### config.mk
export PLATFORM = sky130hd
export DESIGN_NAME = decode_slot_alloc
export DESIGN_NICKNAME = d
export VERILOG_FILES = /design/src/rtl/dsa_pkg.sv /design/src/rtl/dsa_legal.sv /design/src/rtl/dsa_pack.sv /design/src/rtl/dsa_out_stage.sv /design/src/rtl/decode_slot_alloc.sv
export SDC_FILE = /design/constraint.sdc
export NUM_CORES = 1
export LEC_CHECK = 0
export ABC_AREA = 1
export CAP_MARGIN = 20
export CORE_MARGIN = 2
export CORE_UTILIZATION = 46
export DETAILED_ROUTE_END_ITERATION = 10
export PLACE_DENSITY = 0.84
export SLEW_MARGIN = 10
export SYNTH_ARGS = -nofsm -noshare
export SYNTH_HDL_FRONTEND = slang
export SYNTH_SLANG_ARGS = --single-unit
export TNS_END_PERCENT = 30
### constraint.sdc
create_clock -name clk -period 9.7 [get_ports clk]
set_input_delay 2.91 -clock clk [delete_from_list [all_inputs] [get_ports clk]]
set_output_delay 2.91 -clock clk [all_outputs]
set_load 0.03 [all_outputs]
### src/rtl/dsa_pkg.sv
package dsa_pkg;

    // Output-register states of the allocator
    typedef enum logic [1:0] {
        ST_IDLE   = 2'd0,
        ST_GROUP  = 2'd1,
        ST_STARVE = 2'd2,
        ST_TRAP   = 2'd3
    } dsa_state_e;

endpackage

### src/rtl/dsa_legal.sv
// Per-entry classification of the instruction window.
module dsa_legal #(
    parameter int SLOTS    = 4,
    parameter int UW       = 3,
    parameter int MAX_UOPS = 4,
    parameter int CW       = 3
) (
    input  logic [CW-1:0]         in_count,
    input  logic [SLOTS*UW-1:0]   in_uops,
    output logic [SLOTS-1:0]      present,
    output logic [SLOTS-1:0]      legal,
    output logic [SLOTS-1:0]      single
);

    for (genvar gi = 0; gi < SLOTS; gi++) begin : g_entry
        logic [UW-1:0] cnt;
        assign cnt         = in_uops[gi*UW +: UW];
        assign present[gi] = (CW'(gi) < in_count);
        assign legal[gi]   = (cnt != '0) && (cnt <= UW'(MAX_UOPS));
        assign single[gi]  = (cnt == UW'(1));
    end

endmodule

### src/rtl/dsa_pack.sv
// In-order placement chain: slot 0 complex, remaining slots single-op only,
// bounded by the per-cycle micro-op budget.
module dsa_pack #(
    parameter int SLOTS  = 4,
    parameter int UW     = 3,
    parameter int BUDGET = 4,
    parameter int CW     = 3
) (
    input  logic [SLOTS-1:0]      present,
    input  logic [SLOTS-1:0]      legal,
    input  logic [SLOTS-1:0]      single,
    input  logic [SLOTS*UW-1:0]   in_uops,
    output logic [SLOTS-1:0]      take_mask,
    output logic [CW-1:0]         take_cnt,
    output logic                  head_bad,
    output logic                  win_empty
);

    localparam int BW = $clog2(BUDGET + 1) + 1;

    // budget left after each placed slot (last slot needs none)
    logic [BW-1:0] left_q [SLOTS-1];

    assign win_empty    = ~present[0];
    assign head_bad     = present[0] & ~legal[0];
    assign take_mask[0] = present[0] & legal[0];
    assign left_q[0]    = BW'(BUDGET) - BW'(in_uops[UW-1:0]);

    for (genvar gi = 1; gi < SLOTS; gi++) begin : g_chain
        assign take_mask[gi] = take_mask[gi-1] & present[gi] & legal[gi]
                             & single[gi] & (left_q[gi-1] != '0);
        if (gi < SLOTS - 1) begin : g_left
            assign left_q[gi] = left_q[gi-1] - BW'(1);
        end
    end

    always_comb begin
        take_cnt = '0;
        for (int i = 0; i < SLOTS; i++) begin
            take_cnt = take_cnt + CW'(take_mask[i]);
        end
    end

endmodule

### src/rtl/dsa_out_stage.sv
// Output register and its state machine.
module dsa_out_stage
    import dsa_pkg::*;
#(
    parameter int SLOTS = 4,
    parameter int UW    = 3,
    parameter int CW    = 3
) (
    input  logic                  clk,
    input  logic                  rst_n,
    input  logic                  out_ready,
    input  logic                  win_empty,
    input  logic                  head_bad,
    input  logic [SLOTS-1:0]      take_mask,
    input  logic [CW-1:0]         take_cnt,
    input  logic [SLOTS*UW-1:0]   in_uops,
    output logic [CW-1:0]         pop_cnt,
    output logic [CW-1:0]         out_take,
    output logic [SLOTS-1:0]      out_slot_vld,
    output logic [SLOTS*UW-1:0]   out_slot_uops,
    output logic                  out_valid,
    output logic                  out_stall,
    output logic                  out_illegal
);

    dsa_state_e state_q, state_d, pick;
    logic load;
    logic [SLOTS*UW-1:0] masked_uops;

    assign load = (state_q != ST_GROUP) || out_ready;

    always_comb begin
        if (win_empty)     pick = ST_STARVE;
        else if (head_bad) pick = ST_TRAP;
        else               pick = ST_GROUP;
    end

    always_comb begin
        unique case (state_q)
            ST_GROUP:  state_d = out_ready ? pick : ST_GROUP;
            ST_IDLE:   state_d = pick;
            ST_STARVE: state_d = pick;
            ST_TRAP:   state_d = pick;
            default:   state_d = ST_IDLE;
        endcase
    end

    // state register
    always_ff @(posedge clk or negedge rst_n) begin
        if (!rst_n) state_q <= ST_IDLE;
        else        state_q <= state_d;
    end

    always_comb begin
        for (int i = 0; i < SLOTS; i++) begin
            masked_uops[i*UW +: UW] = take_mask[i] ? in_uops[i*UW +: UW] : '0;
        end
    end

    // output data register
    always_ff @(posedge clk or negedge rst_n) begin
        if (!rst_n) begin
            out_take      <= '0;
            out_slot_vld  <= '0;
            out_slot_uops <= '0;
        end else if (load) begin
            if (pick == ST_GROUP) begin
                out_take      <= take_cnt;
                out_slot_vld  <= take_mask;
                out_slot_uops <= masked_uops;
            end else begin
                out_take      <= '0;
                out_slot_vld  <= '0;
                out_slot_uops <= '0;
            end
        end
    end

    assign pop_cnt     = (load && pick == ST_GROUP) ? take_cnt : '0;
    assign out_valid   = (state_q == ST_GROUP);
    assign out_stall   = (state_q == ST_STARVE);
    assign out_illegal = (state_q == ST_TRAP);

endmodule

### src/rtl/decode_slot_alloc.sv
// Asymmetric decode slot allocator (top).
module decode_slot_alloc #(
    parameter int SLOTS       = 4,
    parameter int UW          = 3,
    parameter int MAX_UOPS    = 4,
    parameter bit WIDE_BUDGET = 1'b0
) (
    input  logic                               clk,
    input  logic                               rst_n,
    input  logic [$clog2(SLOTS+1)-1:0]         in_count,
    input  logic [SLOTS*UW-1:0]                in_uops,
    input  logic                               out_ready,
    output logic [$clog2(SLOTS+1)-1:0]         pop_cnt,
    output logic                               out_valid,
    output logic [$clog2(SLOTS+1)-1:0]         out_take,
    output logic [SLOTS-1:0]                   out_slot_vld,
    output logic [SLOTS*UW-1:0]                out_slot_uops,
    output logic                               out_stall,
    output logic                               out_illegal
);

    localparam int CW     = $clog2(SLOTS + 1);
    localparam int BUDGET = MAX_UOPS + (WIDE_BUDGET ? 1 : 0);

    logic [SLOTS-1:0] present, legal, single, take_mask;
    logic [CW-1:0]    take_cnt;
    logic             head_bad, win_empty;

    dsa_legal #(.SLOTS(SLOTS), .UW(UW), .MAX_UOPS(MAX_UOPS), .CW(CW)) u_legal (
        .in_count (in_count),
        .in_uops  (in_uops),
        .present  (present),
        .legal    (legal),
        .single   (single)
    );

    dsa_pack #(.SLOTS(SLOTS), .UW(UW), .BUDGET(BUDGET), .CW(CW)) u_pack (
        .present   (present),
        .legal     (legal),
        .single    (single),
        .in_uops   (in_uops),
        .take_mask (take_mask),
        .take_cnt  (take_cnt),
        .head_bad  (head_bad),
        .win_empty (win_empty)
    );

    dsa_out_stage #(.SLOTS(SLOTS), .UW(UW), .CW(CW)) u_out (
        .clk           (clk),
        .rst_n         (rst_n),
        .out_ready     (out_ready),
        .win_empty     (win_empty),
        .head_bad      (head_bad),
        .take_mask     (take_mask),
        .take_cnt      (take_cnt),
        .in_uops       (in_uops),
        .pop_cnt       (pop_cnt),
        .out_take      (out_take),
        .out_slot_vld  (out_slot_vld),
        .out_slot_uops (out_slot_uops),
        .out_valid     (out_valid),
        .out_stall     (out_stall),
        .out_illegal   (out_illegal)
    );

endmodule

==> impl_metrics.py, run 1 <==
metrics = {
    "status": {
        "status": "completed",
    },
    "synthesis": {
        "syn_inst": 134,
        "synth_top_family_by_area": "simple AND/OR/NAND/NOR gates",
        "yosys-mux-area-fraction": 0,
        "ys_warn_count": 0,
        "synth_xor_area_frac": 0,
        "synth-seq-cells": 21,
        "syn_nets": 158,
        "syn_avg_cell_area_um2": 8.067,
        "synthAdderAreaFrac": 0.07639,
        "yosysUniqueCellTypes": 19,
        "synth-compound-area-share": 0.03241,
        "syn_area_um2": 1081,
        "synth-simple-area-share": 0.3171,
        "seq_area_frac_synth": 0.4861,
    },
    "die": {
        "ioPinCount": 43,
        "die_width_um": 52.48,
        "core_um2": 2212,
        "die-area_um2": 2754,
        "die_height_um": 52.48,
        "fp-row-count": 17,
        "initial_core_util": 0.4887,
    },
    "timing": {
        "tightestPinTransition_ns": 0.9122,
        "layout_min_cycle_time_ns": 8.943,
        "hold_viol_final": 0,
        "clock-skew-final_ns": 0.005937,
        "fin_crit_sh": 0.9219,
        "drv_slew": 0,
        "finalSetupViolCount": 0,
        "setup_tns_ns": 0,
        "rsz0062_at_grt": "false",
        "max_slew_margin": 0.3900,
        "setup_slack_ns": 0.7573,
        "max_freq_ghz": 0.1118,
        "worst_hold_slack_ns": 0.4888,
    },
    "global_routing": {
        "grt_max_degree": 22,
        "grt_pass1_vias": 865,
        "track_usage": 0.1797,
        "grt_pass1_wl_mm": 3.643,
        "overflow": 0,
        "antenna_found_initial": 0,
    },
    "power_and_ir_drop": {
        "power.switching_mw": 0.05399,
        "powerDensity_nw_per_um2": 115.0,
        "p_seq_frac": 0.516,
        "swShare": 0.3013,
        "pwr-share-clk": 0.233,
        "finalPower_mw": 0.1792,
        "p_int_mw": 0.1252,
        "p_leak_nw": 0.7720,
        "ir_worst_vdd_mv": 0.07526,
        "comb_power_share": 0.251,
    },
    "cells_and_area": {
        "drive_gt1_frac": 0.09497,
        "nNetsFinal": 204,
        "stdcell_count": 207,
        "syn2layout_area_growth_pct": 44.10,
        "design_area_um2": 1558,
        "fill_cells": 196,
        "final_util": 0.7042,
        "n_antenna_cell": 0,
    },
    "placement": {
        "place_area_um2": 1531,
        "place_ws_ns": 0.7702,
        "gp_congestion": 0.8375,
        "portBuffers": 42,
        "placed_cells": 203,
        "dpl.hpwl_mm": 1.935,
    },
    "route": {
        "viasPerCell": 4.831,
        "drc": 0,
        "ant_nets": 0,
        "vias": 1000,
        "wl_per_cell_um": 11.27,
        "routed_wl_mm": 2.333,
        "drt_iter0_drc": 19,
        "first_pass_iters": 4,
    },
    "critical_path": {
        "reg2reg_depth": 6,
        "startpoint_type": "input pin",
        "required_ns": 6.79,
        "worstReg2RegEnd": "u_out.out_slot_uops[2]",
        "r2r_slack_ns": 8.37,
        "r2r_start": "u_out.state_q[1]",
        "crit_type": "in -> out",
        "crit_arrival_ns": 6.03,
        "end_kind": "output pin",
        "cp_max_fo": 5,
    },
    "cts": {
        "cts_hold_buf": 0,
        "clk_latency_ns": 0.30,
        "cts_resized": 0,
        "path_clk_slew_ns": 0.11,
        "htreeDepth": 1,
        "clock_path_buffers": 2,
        "cts.sinks": 21,
        "tritoncts": "built",
        "cts_buffers": 3,
        "cts_root_buf": "clkbuf_4",
        "post_cts_buffers": 0,
    },
    "min_path": {
        "holdPathEnd": "u_out.out_slot_uops[6]",
        "hp-class": "reg -> reg",
        "min_path_cells": 2,
        "min_from": "u_out.out_slot_uops[6]",
    },
    "flow_run": {
        "maxCapViolations": 0,
    },
}
## state kept, by name, indices dropped and copies added, names as in the netlist
name and count:
u_out.out_take 3, u_out.state_q 2, u_out.out_slot_vld 4, u_out.out_slot_uops 12
## metal layers
layer	vias to the layer above	wire length [um]	GRT usage
li1	493	-	-
met1	467	945	0.1922
met2	36	1207	0.3563
met3	4	149	0.02571
met4	0	31	0.05128
met5	-	0	0
## power groups by stage
stage                     Combinational, mW  Sequential [mW]  Clock, mW
after floorplan                      0.0189           0.0994          0
after global placement               0.0437           0.0940          0
after detailed placement             0.0452           0.0943          0
after CTS                            0.0453           0.0926     0.0428
after global routing                 0.0488           0.0929     0.0458
final                                0.0450           0.0926     0.0417
## worst max path at each step
stage | start | end | slack [ns]
6_report | in_uops[0] | pop_cnt[1] | 0.76
3_3_place_gp | in_uops[0] | pop_cnt[1] | 0.93
5_1_grt | in_uops[0] | pop_cnt[1] | 0.63
4_1_cts | in_uops[0] | pop_cnt[1] | 0.77
2_1_floorplan | in_uops[0] | pop_cnt[1] | 1.80
3_5_place_dp | in_uops[0] | pop_cnt[1] | 0.77
## cell type report
type,instances,area (um^2),share of cell area
flip-flops and latches,21,525.5,0.3374
inverters,24,90.09,0.05783
well taps,28,35.03,0.02249
clock buffers,4,26.28,0.01687
repair buffers,42,420.4,0.2699
multi-input cells,88,460.4,0.2956
## synthesized netlist by cell type (all sizes together)
cell type / count / area, um^2
a21oi: 1 / 5.000
and3: 2 / 12.51
buf: 1 / 5.000
dfrtp: 21 / 525.5
fa: 1 / 20.02
ha: 5 / 62.56
inv: 24 / 90.09
nand2: 41 / 158.9
nand3: 5 / 30.03
nand4: 1 / 12.51
nor2: 24 / 110.1
nor4: 1 / 12.51
o21ai: 6 / 30.03
or2: 1 / 6.260
## cells in the final DEF (no fill, tap or decap), types with 2 or more instances in the layout
cell,Yosys,final
nand3_1,4,4
o21ai_1,6,6
and3_1,2,2
clkbuf_4,0,3
dfrtp_1,21,21
nor2_4,2,2
clkdlybuf4s50_1,0,42
inv_2,5,5
nand2_1,39,39
nand2_2,2,2
nor2_2,2,2
nor2_1,20,20
inv_1,19,19
ha_1,5,5
## worst max-delay path, cell delays in order
cell	delay [ns]
clkdlybuf4s50_1	0.44
inv_1	0.15
ha_1	0.23
inv_1	0.07
nand2_1	0.09
nand2_2	0.07
nor4_2	0.28
ha_1	0.31
fa_1	0.37
ha_1	0.28
inv_1	0.05
nor2_1	0.10
clkdlybuf4s50_1	0.67
## cell families after synthesis
family	count (synthesis)
AND/OR/NAND/NOR	75
buffers and inverters	25
flip-flops	21
AO/OA/AOI/OAI	7
adder cells (fa/ha/maj)	6
Note: power is estimated with default switching activity, not from simulation.
==> run 2, diff against run 1 <==
--- a/config.mk
+++ b/config.mk
@@ -7,6 +7,7 @@
 export LEC_CHECK = 0
 export ABC_AREA = 1
 export CAP_MARGIN = 20
+export CORE_ASPECT_RATIO = 1.25
 export CORE_MARGIN = 2
 export CORE_UTILIZATION = 46
 export DETAILED_ROUTE_END_ITERATION = 10
==> run 2 against run 1 <==
  * Design area increased by 0.32%
  * Count of clock-buffer cells in the layout decreased by 1
  * Final cell count increased by 1.4%
  * Critical path type unchanged
  * Critical endpoint unchanged
==> impl_metrics.py, run 2 (synthesis gave the netlist of run 1 again) <==
metrics = {
    "global_routing": {
        "grt_max_degree": 22,
        "antenna_found_initial": 0,
        "track_usage": 0.1958,
        "met3_usage": 0.01869,
        "busiest_layer": "met2",
        "overflow": 0,
        "use_met2": 0.3822,
        "grtUsageMet1": 0.1908,
        "grt_pass1_vias": 1024,
        "grt_pass1_wl_mm": 3.926,
    },
    "cts": {
        "clock_path_buffers": 2,
        "tritoncts": "built",
        "clk_latency_ns": 0.31,
        "post_cts_buffers": 0,
        "cts_buffers": 3,
        "htreeDepth": 1,
        "cts_hold_buf": 0,
        "cts.sinks": 21,
        "path_clk_slew_ns": 0.12,
        "cts_root_buf": "clkbuf_4",
        "cts_resized": 0,
    },
    "cells_and_area": {
        "drive_gt1_frac": 0.1006,
        "largest_register": "u_out.out_slot_uops",
        "n_antenna_cell": 0,
        "final_util": 0.7068,
        "final_common_cell": "clkdlybuf4s50_1",
        "layout_common_cells": "42 x clkdlybuf4s50_1, 39 x nand2_1, 21 x dfrtp_1",
        "syn2layout_area_growth_pct": 44.56,
        "nNetsFinal": 204,
        "largest_reg_flops": 12,
        "top_regs": "u_out.out_slot_uops x12, u_out.out_slot_vld x4, u_out.out_take x3",
    },
    "die": {
        "core_um2": 2211,
        "fp-row-count": 19,
        "ioPinCount": 43,
        "die_width_um": 47.36,
        "initial_core_util": 0.4890,
        "die-area_um2": 2756,
        "die_height_um": 58.20,
    },
    "placement": {
        "gp_congestion": 0.8544,
        "portBuffers": 42,
        "dpl.hpwl_mm": 1.987,
    },
    "timing": {
        "max_slew_margin": 0.3937,
        "layout_min_cycle_time_ns": 8.875,
        "rsz0062_at_grt": "false",
        "max_freq_ghz": 0.1127,
        "fin_crit_sh": 0.9150,
        "hold_viol_final": 0,
        "tightestPinTransition_ns": 0.9067,
        "worst_hold_slack_ns": 0.5004,
        "finalSetupViolCount": 0,
        "drv_slew": 0,
        "clock-skew-final_ns": 0.004916,
        "setup_tns_ns": 0,
    },
    "route": {
        "first_pass_iters": 4,
        "routed_wl_mm": 2.382,
        "drt_iter0_drc": 10,
        "ant_nets": 0,
        "vias": 979,
        "viasPerCell": 4.662,
        "wl_per_cell_um": 11.34,
        "drc": 0,
    },
    "power_and_ir_drop": {
        "powerDensity_nw_per_um2": 115.5,
        "ir_worst_vdd_mv": 0.08092,
        "p_leak_nw": 0.7747,
    },
    "critical_path": {
        "cp_max_fo": 5,
        "slowest_stage": "clkdlybuf4s50_1",
        "crit_arrival_ns": 5.97,
        "max_stage_delay_ns": 0.67,
        "end_kind": "output pin",
        "required_ns": 6.79,
        "cp_cell_sequence": "clkdlybuf4s50_1 > inv_1 > ha_1 > inv_1 > nand2_1 > nand2_2 > nor4_2 > ha_1 > fa_1 > ha_1 > inv_1 > nor2_1 > clkdlybuf4s50_1",
        "startpoint_type": "input pin",
        "crit_type": "in -> out",
    },
    "flow_run": {
        "maxCapViolations": 0,
    },
    "min_path": {
        "hp-class": "reg -> reg",
    },
    "status": {
        "status": "completed",
    },
}
run 2: cell type report:
class / instances / area [um^2]
clock buffers: 3 / 22.52
clock inverters: 1 / 5.005
fillers: 191 / 648.1
inverters: 24 / 90.09
multi-input cells: 88 / 460.4
flip-flops and latches: 21 / 525.5
well taps: 31 / 38.79
repair buffers: 42 / 420.4
run 2: final timing paths:
kind                       slack [ns]                    start                      end  cells past startpoint
min                              0.50  u_out.out_slot_uops[11]  u_out.out_slot_uops[11]                      2
min reg2reg                      0.50  u_out.out_slot_uops[11]  u_out.out_slot_uops[11]                      2
max in group asynchronous        6.05                    rst_n   u_out.out_slot_uops[2]                      1
max                              0.82               in_uops[0]               pop_cnt[1]                     13
max reg2reg                      8.33         u_out.state_q[1]   u_out.out_slot_uops[2]                      6
min in group asynchronous        3.09                    rst_n   u_out.out_slot_uops[7]                      1
run 2: stage by stage:
step / cells / power (mW) / setup slack (ns) / cell area [um^2]
after floorplan: 134 / 0.1183 / 1.799 / 1081
after global placement: 206 / 0.1377 / 0.9225 / 1535
after detailed placement: 206 / 0.1394 / 0.7963 / 1535
after CTS: 210 / 0.1821 / 0.7924 / 1563
after global routing: 210 / 0.1880 / 0.6495 / 1563
final: 210 / 0.1805 / 0.8249 / 1563
run 2: worst max-delay path, delay by kind of cell:
family / cells / cell delay, ns
fa+ha+maj: 4 / 1.18
buf+inv: 5 / 1.37
simple gates: 4 / 0.51
run 2: per-layer routing:
| metal | share of wire | vias up |
|---|---|---|
| li1 | - | 487 |
| met3 | 0.049 | 5 |
| met2 | 0.56 | 37 |
| met5 | 0 | - |
| met4 | 0.012 | 0 |
| met1 | 0.38 | 450 |
run 2: report_power, final:
part	leakage, nW	internal, mW	total (mW)	switching (mW)
registers	0.282	0.0908	0.0925	0.00174
logic	0.475	0.0184	0.0448	0.0264
clock network	0.0177	0.0154	0.0432	0.0278
total	0.775	0.125	0.181	0.0559
==> run 3, diff against run 2 <==
--- a/config.mk
+++ b/config.mk
@@ -5,13 +5,12 @@
 export SDC_FILE = /design/constraint.sdc
 export NUM_CORES = 1
 export LEC_CHECK = 0
-export ABC_AREA = 1
 export CAP_MARGIN = 20
 export CORE_ASPECT_RATIO = 1.25
 export CORE_MARGIN = 2
-export CORE_UTILIZATION = 46
+export CORE_UTILIZATION = 45
 export DETAILED_ROUTE_END_ITERATION = 10
-export PLACE_DENSITY = 0.84
+export PLACE_DENSITY = 0.83
 export SLEW_MARGIN = 10
 export SYNTH_ARGS = -nofsm -noshare
 export SYNTH_HDL_FRONTEND = slang
==> run 3 against run 2 <==
  * Count of clock-buffer cells in the layout unchanged
  * Global-route usage down 0.19 points
  * Synthesized cell count shrank 28%
  * Sequential share of layout area grew 0.46 points
  * Register-to-register slack lost 0.26 ns
  * Combinational power down 3%
  * Worst setup slack worse by 0.32 ns
  * First-iteration DRC count is 30% lower
  * Worst hold slack worse by 0.012 ns
  * Critical path depth is 3 lower
  * Total power about the same
  * Largest cell class unchanged
  * Highest routed layer unchanged
==> impl_metrics.py, run 3 <==
metrics = {
    "synthesis": {
        "ys_top_cells_by_area": "dfrtp_1 50%, nand2_1 6.8%, and2_1 5.9%",
        "yosysUniqueCellTypes": 28,
        "syn_area_um2": 1055,
        "yosys.area.top_type_share": 0.4982,
        "ys_async_sr_fraction": 1.000,
        "synth_most_common_cell": "dfrtp_1",
        "syn_avg_cell_area_um2": 10.87,
        "yosysTopAreaCell": "dfrtp_1",
        "ys_warn_count": 0,
        "yosys-top-cells-count": "21 x dfrtp_1, 19 x nand2_1, 10 x and2_1",
        "seq_area_frac_synth": 0.4982,
        "synth-main-ff-cell": "dfrtp_1",
        "synth-seq-cells": 21,
        "syn_nets": 121,
        "syn_inst": 97,
        "synth_edf_count": 0,
    },
    "cells_and_area": {
        "top_regs": "u_out.out_slot_uops x12, u_out.out_slot_vld x4, u_out.out_take x3",
        "syn2layout_area_growth_pct": 46.14,
        "multi_input_area_um2": 510.5,
        "layout_common_cells": "42 x clkdlybuf4s50_1, 21 x dfrtp_1, 19 x nand2_1",
        "n_antenna_cell": 0,
        "drive_gt1_frac": 0.07746,
        "nNetsFinal": 167,
        "largest_reg_flops": 12,
        "largest_register": "u_out.out_slot_uops",
        "seq_area_um2": 525.5,
        "final_common_cell": "clkdlybuf4s50_1",
        "final_util": 0.6972,
        "fill_cells": 170,
    },
    "global_routing": {
        "grt_pass1_wl_mm": 3.739,
        "use_met2": 0.3185,
        "overflow": 0,
        "grt_pass1_vias": 851,
        "grt_max_degree": 27,
        "antenna_found_initial": 0,
        "track_usage": 0.1940,
        "grtUsageMet1": 0.2373,
        "busiest_layer": "met2",
        "met3_usage": 0.01246,
    },
    "timing": {
        "setup_tns_ns": 0,
        "max_slew_margin": 0.3866,
        "drv_slew": 0,
        "tightestPinTransition_ns": 0.9173,
        "rsz0062_at_grt": "false",
        "clock-skew-final_ns": 0.008404,
        "finalSetupViolCount": 0,
        "max_freq_ghz": 0.1088,
        "worst_hold_slack_ns": 0.4888,
        "hold_viol_final": 0,
        "layout_min_cycle_time_ns": 9.195,
        "fin_crit_sh": 0.9480,
        "setup_slack_ns": 0.5048,
    },
    "placement": {
        "portBuffers": 42,
        "gp_congestion": 0.8517,
        "place_ws_ns": 0.5277,
        "dpl.hpwl_mm": 1.857,
    },
    "die": {
        "ioPinCount": 43,
        "fp-row-count": 19,
        "initial_core_util": 0.4771,
        "die_height_um": 58.13,
        "core_um2": 2211,
        "die-area_um2": 2750,
        "die_width_um": 47.30,
    },
    "critical_path": {
        "startpoint_type": "input pin",
        "slowest_stage": "clkdlybuf4s50_1",
        "cpLargestDelayFamily": "buffers and inverters",
        "crit_type": "in -> out",
        "worst-path-stages": 10,
        "cp_cell_sequence": "clkdlybuf4s50_1 > inv_1 > ha_1 > or2_4 > a21oi_1 > ha_1 > fa_1 > ha_1 > and2_1 > clkdlybuf4s50_1",
        "max_stage_delay_ns": 0.67,
        "reg2reg_depth": 5,
        "required_ns": 6.79,
        "cp_max_fo": 6,
        "end_kind": "output pin",
        "timing.critical_path.mode_cell": "ha_1",
        "crit_buf_inv": 3,
        "r2r_slack_ns": 8.07,
        "crit_arrival_ns": 6.29,
    },
    "cts": {
        "clk_latency_ns": 0.33,
        "path_clk_slew_ns": 0.12,
        "cts_resized": 0,
        "post_cts_buffers": 0,
        "htreeDepth": 1,
        "cts_hold_buf": 0,
        "cts.sinks": 21,
        "clock_path_buffers": 2,
        "tritoncts": "built",
        "cts_buffers": 3,
        "cts_root_buf": "clkbuf_4",
    },
    "flow_run": {
        "maxCapViolations": 0,
    },
    "power_and_ir_drop": {
        "ir_worst_vdd_mv": 0.07273,
        "p_leak_nw": 0.7211,
        "finalPower_mw": 0.1806,
        "powerDensity_nw_per_um2": 117.2,
    },
    "route": {
        "drc": 0,
        "routed_wl_mm": 2.249,
        "drt_iter0_drc": 7,
        "ant_nets": 0,
        "vias": 869,
        "viasPerCell": 5.023,
        "first_pass_iters": 4,
        "wl_per_cell_um": 13.00,
    },
    "min_path": {
        "min_path_cells": 2,
        "hp-class": "reg -> reg",
    },
    "status": {
        "status": "completed",
    },
}
==> run 3: cell types whose count changed in the layout (fill, tap and decap cells not counted), sizes merged, moves of 3 or more <==
cell    delta
o21ai      -3
o211ai     +3
and2      +10
nor2b      +4
nor2      -22
a21o       +4
nand2     -22
nand3      -5
inv       -21
==> run 3: final timing paths <==
| kind | from | endpoint |
|---|---|---|
| hold reg to reg | u_out.out_slot_vld[1] | u_out.out_slot_vld[1] |
| max in group asynchronous | rst_n | u_out.out_slot_uops[4] |
| min in group asynchronous | rst_n | u_out.out_slot_uops[0] |
| setup / recovery | in_uops[0] | pop_cnt[1] |
| setup reg to reg | u_out.state_q[0] | u_out.out_slot_uops[9] |
| hold / removal | u_out.out_slot_vld[1] | u_out.out_slot_vld[1] |
==> run 3: routing by layer <==
layer / routed length, um / vias to the layer above
li1: - / 418
met1: 898 / 411
met2: 1179 / 34
met3: 107 / 6
met4: 63 / 0
met5: 0 / -
==> run 3: final cells by class <==
cell class	instances	share of cell area
Clock inverter	1	0.003247
Clock buffer	3	0.01461
Timing Repair Buffer	43	0.2776
Multi-Input combinational cell	71	0.3312
Sequential cell	21	0.3409
Tap cell	31	0.02516
Inverter	3	0.007305
==> run 3: tightest hold or removal path: cells and delay by family (launching register included) <==
kind,cells,cell delay [ns]
flops,1,0.36
simple gates,2,0.11
==> run 3: stage by stage <==
step	cells	instance area, um^2
global route	173	1541
detailed placement	169	1514
CTS	173	1541
global placement	169	1514
floorplan	97	1055
finish	173	1541
==> run 3: power by group <==
part	internal [mW]	total [mW]	switching [mW]
clock network	0.0155	0.0446	0.0290
logic	0.0198	0.0434	0.0236
registers	0.0907	0.0926	0.00194
total	0.126	0.181	0.0546
==> run 3: cell families after synthesis <==
logic type,Yosys count,synth area share
buffers and inverters,5,0.01780
XOR/XNOR,1,0.008305
AO/OA/AOI/OAI,18,0.1412
flip-flops,21,0.4982
AND/OR/NAND/NOR,46,0.2562
adder cells (fa/ha/maj),6,0.07829
